<file path="src/rtl/i2c_mem_pkg.sv">
package i2c_mem_pkg;

    localparam int BYTE_W = 8;

    typedef enum logic [3:0] {
        ST_IDLE,
        ST_ADDR,
        ST_ADDR_ACK,
        ST_MADDR,
        ST_MADDR_ACK,
        ST_WDATA,
        ST_WDATA_ACK,
        ST_RDATA,
        ST_RACK
    } xfer_state_e;

    typedef enum logic [1:0] {
        CTR_HOLD,
        CTR_LOAD,
        CTR_ROW_INC,
        CTR_LIN_INC
    } ctr_op_e;

    typedef struct packed {
        logic scl_rise;
        logic scl_fall;
        logic start;
        logic stop;
        logic sda;
    } bus_evt_t;

endpackage

</file>
<file path="src/rtl/i2c_line_sync.sv">
module i2c_line_sync #(
    parameter int STAGES = 2
) (
    input  logic                  clk,
    input  logic                  rst_n,
    input  logic                  scl_i,
    input  logic                  sda_i,
    output i2c_mem_pkg::bus_evt_t evt_o
);
    localparam int DEPTH = STAGES + 1;

    logic [1:0] raw;
    logic [1:0] cur;
    logic [1:0] prev;

    assign raw = {sda_i, scl_i};

    // One chain per wire: STAGES synchronizer flops plus one history flop.
    for (genvar g = 0; g < 2; g++) begin : g_wire
        logic [DEPTH-1:0] chain_d;
        logic [DEPTH-1:0] chain_q;

        always_comb begin
            chain_d = {chain_q[DEPTH-2:0], raw[g]};
        end

        always_ff @(posedge clk or negedge rst_n) begin
            if (!rst_n) chain_q <= '1;
            else        chain_q <= chain_d;
        end

        assign cur[g]  = chain_q[DEPTH-2];
        assign prev[g] = chain_q[DEPTH-1];
    end

    always_comb begin
        evt_o.scl_rise = cur[0] & ~prev[0];
        evt_o.scl_fall = ~cur[0] & prev[0];
        evt_o.start    = cur[0] & prev[0] & prev[1] & ~cur[1];
        evt_o.stop     = cur[0] & prev[0] & ~prev[1] & cur[1];
        evt_o.sda      = cur[1];
    end

endmodule

</file>
<file path="src/rtl/i2c_addr_ctr.sv">
module i2c_addr_ctr #(
    parameter int AW       = 8,
    parameter int ROW_BITS = 3
) (
    input  logic                 clk,
    input  logic                 rst_n,
    input  i2c_mem_pkg::ctr_op_e op_i,
    input  logic [AW-1:0]        load_i,
    output logic [AW-1:0]        ctr_o
);
    import i2c_mem_pkg::*;

    logic [AW-1:0]       ctr_d;
    logic [AW-1:0]       ctr_q;
    logic [ROW_BITS-1:0] col_next;

    assign col_next = ctr_q[ROW_BITS-1:0] + ROW_BITS'(1);

    always_comb begin
        ctr_d = ctr_q;
        unique case (op_i)
            CTR_LOAD:    ctr_d = load_i;
            CTR_ROW_INC: ctr_d = {ctr_q[AW-1:ROW_BITS], col_next};
            CTR_LIN_INC: ctr_d = ctr_q + AW'(1);
            default:     ctr_d = ctr_q;
        endcase
    end

    always_ff @(posedge clk or negedge rst_n) begin
        if (!rst_n) ctr_q <= '0;
        else        ctr_q <= ctr_d;
    end

    assign ctr_o = ctr_q;

    AST_ROW_KEEP: assert property (@(posedge clk) disable iff (!rst_n)
        (op_i == CTR_ROW_INC) |=> (ctr_q[AW-1:ROW_BITS] == $past(ctr_q[AW-1:ROW_BITS])));
    AST_LIN_STEP: assert property (@(posedge clk) disable iff (!rst_n)
        (op_i == CTR_LIN_INC) |=> (ctr_q == $past(ctr_q) + AW'(1)));

endmodule

</file>
<file path="src/rtl/i2c_xfer_ctrl.sv">
module i2c_xfer_ctrl #(
    parameter logic [3:0] DEV_ID = 4'b1010
) (
    input  logic                  clk,
    input  logic                  rst_n,
    input  i2c_mem_pkg::bus_evt_t evt_i,
    input  logic [2:0]            strap_i,
    input  logic                  busy_i,
    input  logic [7:0]            rdata_i,
    output i2c_mem_pkg::ctr_op_e  ctr_op_o,
    output logic [7:0]            ctr_load_o,
    output logic                  we_o,
    output logic [7:0]            wdata_o,
    output logic                  sda_pull_o
);
    import i2c_mem_pkg::*;

    typedef struct packed {
        xfer_state_e st;
        logic [3:0]  nbit;
        logic [7:0]  shreg;
        logic        pull;
        logic        rnw;
        logic        mack;
        logic        we;
        logic [7:0]  wdata;
    } ctrl_reg_t;

    ctrl_reg_t r_d, r_q;
    logic      addr_hit;
    logic      byte_done;
    logic [7:0] shifted;

    assign addr_hit  = (r_q.shreg[7:1] == {DEV_ID, strap_i}) && !busy_i;
    assign byte_done = evt_i.scl_fall && (r_q.nbit == 4'd8);
    assign shifted   = {r_q.shreg[6:0], 1'b0};

    always_comb begin
        r_d        = r_q;
        r_d.we     = 1'b0;
        ctr_op_o   = CTR_HOLD;
        ctr_load_o = r_q.shreg;

        if (evt_i.start) begin
            r_d.st   = ST_ADDR;
            r_d.nbit = '0;
            r_d.pull = 1'b0;
        end else if (evt_i.stop) begin
            r_d.st   = ST_IDLE;
            r_d.nbit = '0;
            r_d.pull = 1'b0;
        end else begin
            unique case (r_q.st)
                ST_ADDR, ST_MADDR, ST_WDATA: begin
                    if (evt_i.scl_rise && r_q.nbit < 4'd8) begin
                        r_d.shreg = {r_q.shreg[6:0], evt_i.sda};
                        r_d.nbit  = r_q.nbit + 4'd1;
                    end else if (byte_done) begin
                        r_d.nbit = '0;
                        if (r_q.st == ST_ADDR) begin
                            if (addr_hit) begin
                                r_d.pull = 1'b1;
                                r_d.rnw  = r_q.shreg[0];
                                r_d.st   = ST_ADDR_ACK;
                            end else begin
                                r_d.st = ST_IDLE;
                            end
                        end else if (r_q.st == ST_MADDR) begin
                            ctr_op_o = CTR_LOAD;
                            r_d.pull = 1'b1;
                            r_d.st   = ST_MADDR_ACK;
                        end else begin
                            r_d.we    = 1'b1;
                            r_d.wdata = r_q.shreg;
                            r_d.pull  = 1'b1;
                            r_d.st    = ST_WDATA_ACK;
                        end
                    end
                end
                ST_ADDR_ACK, ST_MADDR_ACK, ST_WDATA_ACK: begin
                    if (evt_i.scl_fall) begin
                        r_d.pull = 1'b0;
                        if (r_q.st == ST_ADDR_ACK && r_q.rnw) begin
                            r_d.shreg = rdata_i;
                            r_d.pull  = ~rdata_i[7];
                            r_d.st    = ST_RDATA;
                            ctr_op_o  = CTR_LIN_INC;
                        end else if (r_q.st == ST_ADDR_ACK) begin
                            r_d.st = ST_MADDR;
                        end else begin
                            r_d.st = ST_WDATA;
                        end
                    end
                end
                ST_RDATA: begin
                    if (evt_i.scl_rise && r_q.nbit < 4'd8) begin
                        r_d.nbit = r_q.nbit + 4'd1;
                    end else if (byte_done) begin
                        r_d.nbit = '0;
                        r_d.pull = 1'b0;
                        r_d.st   = ST_RACK;
                    end else if (evt_i.scl_fall) begin
                        r_d.shreg = shifted;
                        r_d.pull  = ~shifted[7];
                    end
                end
                ST_RACK: begin
                    if (evt_i.scl_rise) begin
                        r_d.mack = ~evt_i.sda;
                    end else if (evt_i.scl_fall) begin
                        if (r_q.mack) begin
                            r_d.shreg = rdata_i;
                            r_d.pull  = ~rdata_i[7];
                            r_d.st    = ST_RDATA;
                            ctr_op_o  = CTR_LIN_INC;
                        end else begin
                            r_d.st = ST_IDLE;
                        end
                    end
                end
                default: ;
            endcase
        end

        // Advance the counter the cycle after the strobe, so the strobe
        // sees the address the byte belongs to.
        if (r_q.we) ctr_op_o = CTR_ROW_INC;
    end

    always_ff @(posedge clk or negedge rst_n) begin
        if (!rst_n) begin
            r_q       <= '0;
            r_q.st    <= ST_IDLE;
        end else begin
            r_q <= r_d;
        end
    end

    assign we_o       = r_q.we;
    assign wdata_o    = r_q.wdata;
    assign sda_pull_o = r_q.pull;

    AST_IDLE_QUIET: assert property (@(posedge clk) disable iff (!rst_n)
        (r_q.st == ST_IDLE) |-> !r_q.pull && !r_q.we);
    AST_BUSY_REFUSE: assert property (@(posedge clk) disable iff (!rst_n)
        (r_q.st == ST_ADDR && busy_i) |=> (r_q.st != ST_ADDR_ACK));
    AST_WE_PULSE: assert property (@(posedge clk) disable iff (!rst_n)
        we_o |=> !we_o);
    AST_STOP_RELEASE: assert property (@(posedge clk) disable iff (!rst_n)
        evt_i.stop |=> !sda_pull_o);
    AST_START_FRESH: assert property (@(posedge clk) disable iff (!rst_n)
        evt_i.start |=> (r_q.st == ST_ADDR) && (r_q.nbit == 4'd0));

endmodule

</file>
<file path="src/rtl/i2c_mem_target.sv">
module i2c_mem_target #(
    parameter int         ROW_BITS    = 3,
    parameter int         SYNC_STAGES = 2,
    parameter logic [3:0] DEV_ID      = 4'b1010
) (
    input  logic       clk,
    input  logic       rst_n,
    input  logic       scl_i,
    input  logic       sda_i,
    input  logic [2:0] strap_i,
    input  logic       busy_i,
    output logic       sda_pull_o,
    output logic [7:0] mem_addr_o,
    output logic [7:0] mem_wdata_o,
    output logic       mem_we_o,
    input  logic [7:0] mem_rdata_i
);
    import i2c_mem_pkg::*;

    localparam int AW = BYTE_W;

    bus_evt_t      evt;
    ctr_op_e       ctr_op;
    logic [AW-1:0] ctr_load;

    i2c_line_sync #(.STAGES(SYNC_STAGES)) i_sync (
        .clk   (clk),
        .rst_n (rst_n),
        .scl_i (scl_i),
        .sda_i (sda_i),
        .evt_o (evt)
    );

    i2c_xfer_ctrl #(.DEV_ID(DEV_ID)) i_ctrl (
        .clk        (clk),
        .rst_n      (rst_n),
        .evt_i      (evt),
        .strap_i    (strap_i),
        .busy_i     (busy_i),
        .rdata_i    (mem_rdata_i),
        .ctr_op_o   (ctr_op),
        .ctr_load_o (ctr_load),
        .we_o       (mem_we_o),
        .wdata_o    (mem_wdata_o),
        .sda_pull_o (sda_pull_o)
    );

    i2c_addr_ctr #(.AW(AW), .ROW_BITS(ROW_BITS)) i_ctr (
        .clk    (clk),
        .rst_n  (rst_n),
        .op_i   (ctr_op),
        .load_i (ctr_load),
        .ctr_o  (mem_addr_o)
    );

endmodule

</file>
<file path="config.mk">
export PLATFORM = sky130hd
export DESIGN_NAME = i2c_mem_target
export DESIGN_NICKNAME = d
export VERILOG_FILES = /design/src/rtl/i2c_mem_pkg.sv /design/src/rtl/i2c_line_sync.sv /design/src/rtl/i2c_addr_ctr.sv /design/src/rtl/i2c_xfer_ctrl.sv /design/src/rtl/i2c_mem_target.sv
export SDC_FILE = /design/constraint.sdc
export NUM_CORES = 1
export LEC_CHECK = 0
export BUFFER_PORTS_ARGS = -buffer_cell sky130_fd_sc_hd__buf_2
export CAP_MARGIN = 20
export CORE_ASPECT_RATIO = 1.5
export CORE_MARGIN = 5
export CORE_UTILIZATION = 60
export CTS_CLUSTER_DIAMETER = 60
export DETAILED_ROUTE_END_ITERATION = 6
export PLACE_DENSITY = 0.88
export SLEW_MARGIN = 20
export SYNTH_ARGS = -nofsm -noshare
export SYNTH_HDL_FRONTEND = slang
export SYNTH_HIERARCHICAL = 1
export SYNTH_SLANG_ARGS = --single-unit
</file>
<file path="constraint.sdc">
create_clock -name clk -period 4.83 [get_ports clk]
set_input_delay 0.483 -clock clk [delete_from_list [all_inputs] [get_ports clk]]
set_output_delay 0.483 -clock clk [all_outputs]
set_load 0.01 [all_outputs]
</file>
==> flow_summary.json <==
{
  "ys_seq_area_frac": 0.420,
  "drive_gt1_frac": 0.302,
  "tightest_slew_ps": 972,
  "synth_common_cells": "dfrtp_1, mux2_2, nand2_1",
  "hold_slack_ps": 281,
  "via_per_inst": 6.25,
  "synth_area_um2": 2520,
  "cts_buffers": 5,
  "synth-compound-area-share": 0.179,
  "cts_tree": "yes",
  "grt_antenna_before_repair": 0,
  "synthCells": 254,
  "ff2ff_setup_slack_ps": 1600,
  "p_leak_uw": 0.00126,
  "clk_latency_ps": 300,
  "gp_congestion": 0.933,
  "max_freq_mhz": 310,
  "intPower_uw": 827,
  "die_w_um": 62.9,
  "cts.root.buffer_cell": "clkbuf_8",
  "grt_max_degree": 43,
  "clk_pin_slew_ps": 80,
  "port_buffers": 33,
  "grt_pass1_wl_um": 8860,
  "ir_worst_vdd_v": 0.000420,
  "grt_pass1_vias": 1964,
  "maxSlewViolCount": 0,
  "wl_per_cell_um": 16.8,
  "critPathArrivalTime_ps": 3370,
  "cp-end-kind": "register",
  "critPathMaxFanout": 21,
  "period_share": 0.668,
  "pre_cts_slack_ps": 1700,
  "synth_flop_cell": "dfrtp_1",
  "cts_buffer_depth": 2,
  "place_area_um2": 2550,
  "synth-edff-count": 0,
  "gr-usage-all-layers": 0.199,
  "cts_max_level": 2,
  "yosysTopAreaCellShare": 0.358,
  "syn2layout_area_growth_pct": 6.16,
  "cts_resized": 0,
  "grt_overflow_total": 0,
  "initial_core_util": 0.609,
  "dieArea_um2": 5620,
  "setup_tns_ps": 0,
  "synthMuxAreaShare": 0.118,
  "worstSetupPathType": "register to register",
  "yosysTopAreaCell": "dfrtp_1",
  "slew_headroom": 0.351,
  "clkPwrFrac": 0.205,
  "rr_worst_depth": 7,
  "pin_count": 34,
  "ys_types": 54,
  "synth_xor_xnor_area_share": 0.0139,
  "cts.sinks": 42,
  "startpoint": "i_ctrl/r_q[27]",
  "combPwrFrac": 0.378,
  "required_ps": 4980,
  "power_switching_uw": 529,
  "ys_ff_latch": 42,
  "holdBufCountCts": 0,
  "wl_um": 5240,
  "core-area_um2": 4140,
  "post-cts-setup-buffers": 0,
  "skew_ps": 11.1,
  "firstDrtPassIters": 4,
  "synth_most_common_cell": "dfrtp_1",
  "r2r-end": "i_ctr/ctr_o[5]",
  "ant_nets": 0,
  "synthAdderAreaFrac": 0.0149,
  "hp-class": "primary input to register",
  "swShare": 0.390,
  "yosysWarnings": 6,
  "outcome": "complete, no violations",
  "power_density_nw_per_um2": 508,
  "hpwl_um": 3850,
  "nets": 283,
  "remaining_drc_errors": 0,
  "rows": 29,
  "max_cap_violations": 0,
  "synthSimpleGateAreaFrac": 0.165,
  "syn_area_per_cell_um2": 9.91,
  "final_cell_area_um2": 2670,
  "finalWorstSetupSlack_ps": 1600,
  "syn-num-nets": 273,
  "r2r-start": "i_ctrl/r_q[27]",
  "synth_top_family_by_area": "compound AO/OA/AOI/OAI gates",
  "synth-async-reset-ratio": 1.00,
  "start_kind": "register",
  "dr.first_iter.drc_count": 71,
  "vias": 1944,
  "die_y_um": 89.3,
  "setup.worst_path.end": "i_ctr/ctr_o[5]",
  "layout_min_cycle_time_ps": 3230,
  "synth_area_leaders": "dfrtp_1, mux2_2, dfstp_2",
  "rsz0062_at_grt": "false",
  "antenna_cells": 0,
  "setup_violations": 0,
  "p_seq_frac": 0.418,
  "hold_violations": 0
}
[power groups by stage]
stage,Clock (uW),Sequential (uW),Combinational [uW]
6_report,277,567,512
5_1_grt,299,582,565
4_1_cts,283,560,511
3_5_place_dp,0,567,509
3_3_place_gp,0,562,492
2_1_floorplan,0,478,523
[registers in the layout, summed over array words and instances, names as in the netlist]
signal                 flops
i_ctrl/ctr_load_o          8
i_ctrl/r_q                10
i_ctrl/wdata_o             8
i_ctrl/we_o                1
i_sync/g_wire.chain_q      6
i_ctrl/sda_pull_o          1
i_ctr/ctr_o                8
[how the worst min path moves through the flow]
stage	start	end	slack [ps]	depth (start not counted)
floorplan	rst_n	i_ctr/ctr_o[0]	190	0
global placement	i_sync/g_wire[0].chain_q[0]	i_sync/g_wire[0].chain_q[1]	350	0
detailed placement	i_sync/g_wire[1].chain_q[0]	i_sync/g_wire[1].chain_q[1]	350	0
CTS	sda_i	i_sync/g_wire[1].chain_q[0]	270	1
global route	sda_i	i_sync/g_wire[1].chain_q[0]	260	1
finish	scl_i	i_sync/g_wire[0].chain_q[0]	280	1
[area by class of cell]
type                    count  area (um^2)
multi-input cells         173         1240
well taps                  46         57.6
clock buffers               5         68.8
clock inverters             3         43.8
inverters                   9         33.8
repair buffers             33          165
fillers                   350         1460
flip-flops and latches     42         1060
[per-stage QoR]
| stage | cells | power (uW) | utilization |
|---|---|---|---|
| CTS | 311 | 1350 | 0.645 |
| global route | 311 | 1450 | 0.646 |
| global placement | 303 | 1050 | 0.618 |
| detailed placement | 303 | 1080 | 0.618 |
| floorplan | 254 | 1000 | - |
| finish | 311 | 1360 | 0.646 |
[cells in the final DEF (no fill, tap or decap), types with 7 or more instances in the layout]
| cell | instances |
|---|---|
| nor2_1 | 10 |
| inv_1 | 9 |
| a21oi_1 | 15 |
| buf_2 | 33 |
| nand2_1 | 19 |
| o21ai_0 | 14 |
| mux2_2 | 21 |
| dfrtp_1 | 36 |
| a22o_1 | 7 |
| nor2b_1 | 8 |
[layer usage]
layer | track usage | wire length (um)
met5 | 0 | 0
met4 | 0.131 | 161
met3 | 0.0415 | 294
met2 | 0.363 | 2730
met1 | 0.204 | 2050
[critical path: stages (launching register included)]
cell	delay [ps]
dfrtp_1	720
or4b_1	650
o21ai_0	240
nand2_1	120
a211oi_2	830
nand2b_1	280
o22ai_1	190
a21oi_1	60
[cell families (layout without fill, tap and decap cells)]
logic type	count (synthesis)	after routing
simple gates	74	74
compound gates	65	65
flops	42	42
buf+inv	39	50
mux	27	27
xor+xnor	4	4
fa+ha+maj	3	3
Power figures use the tool's default switching activity.
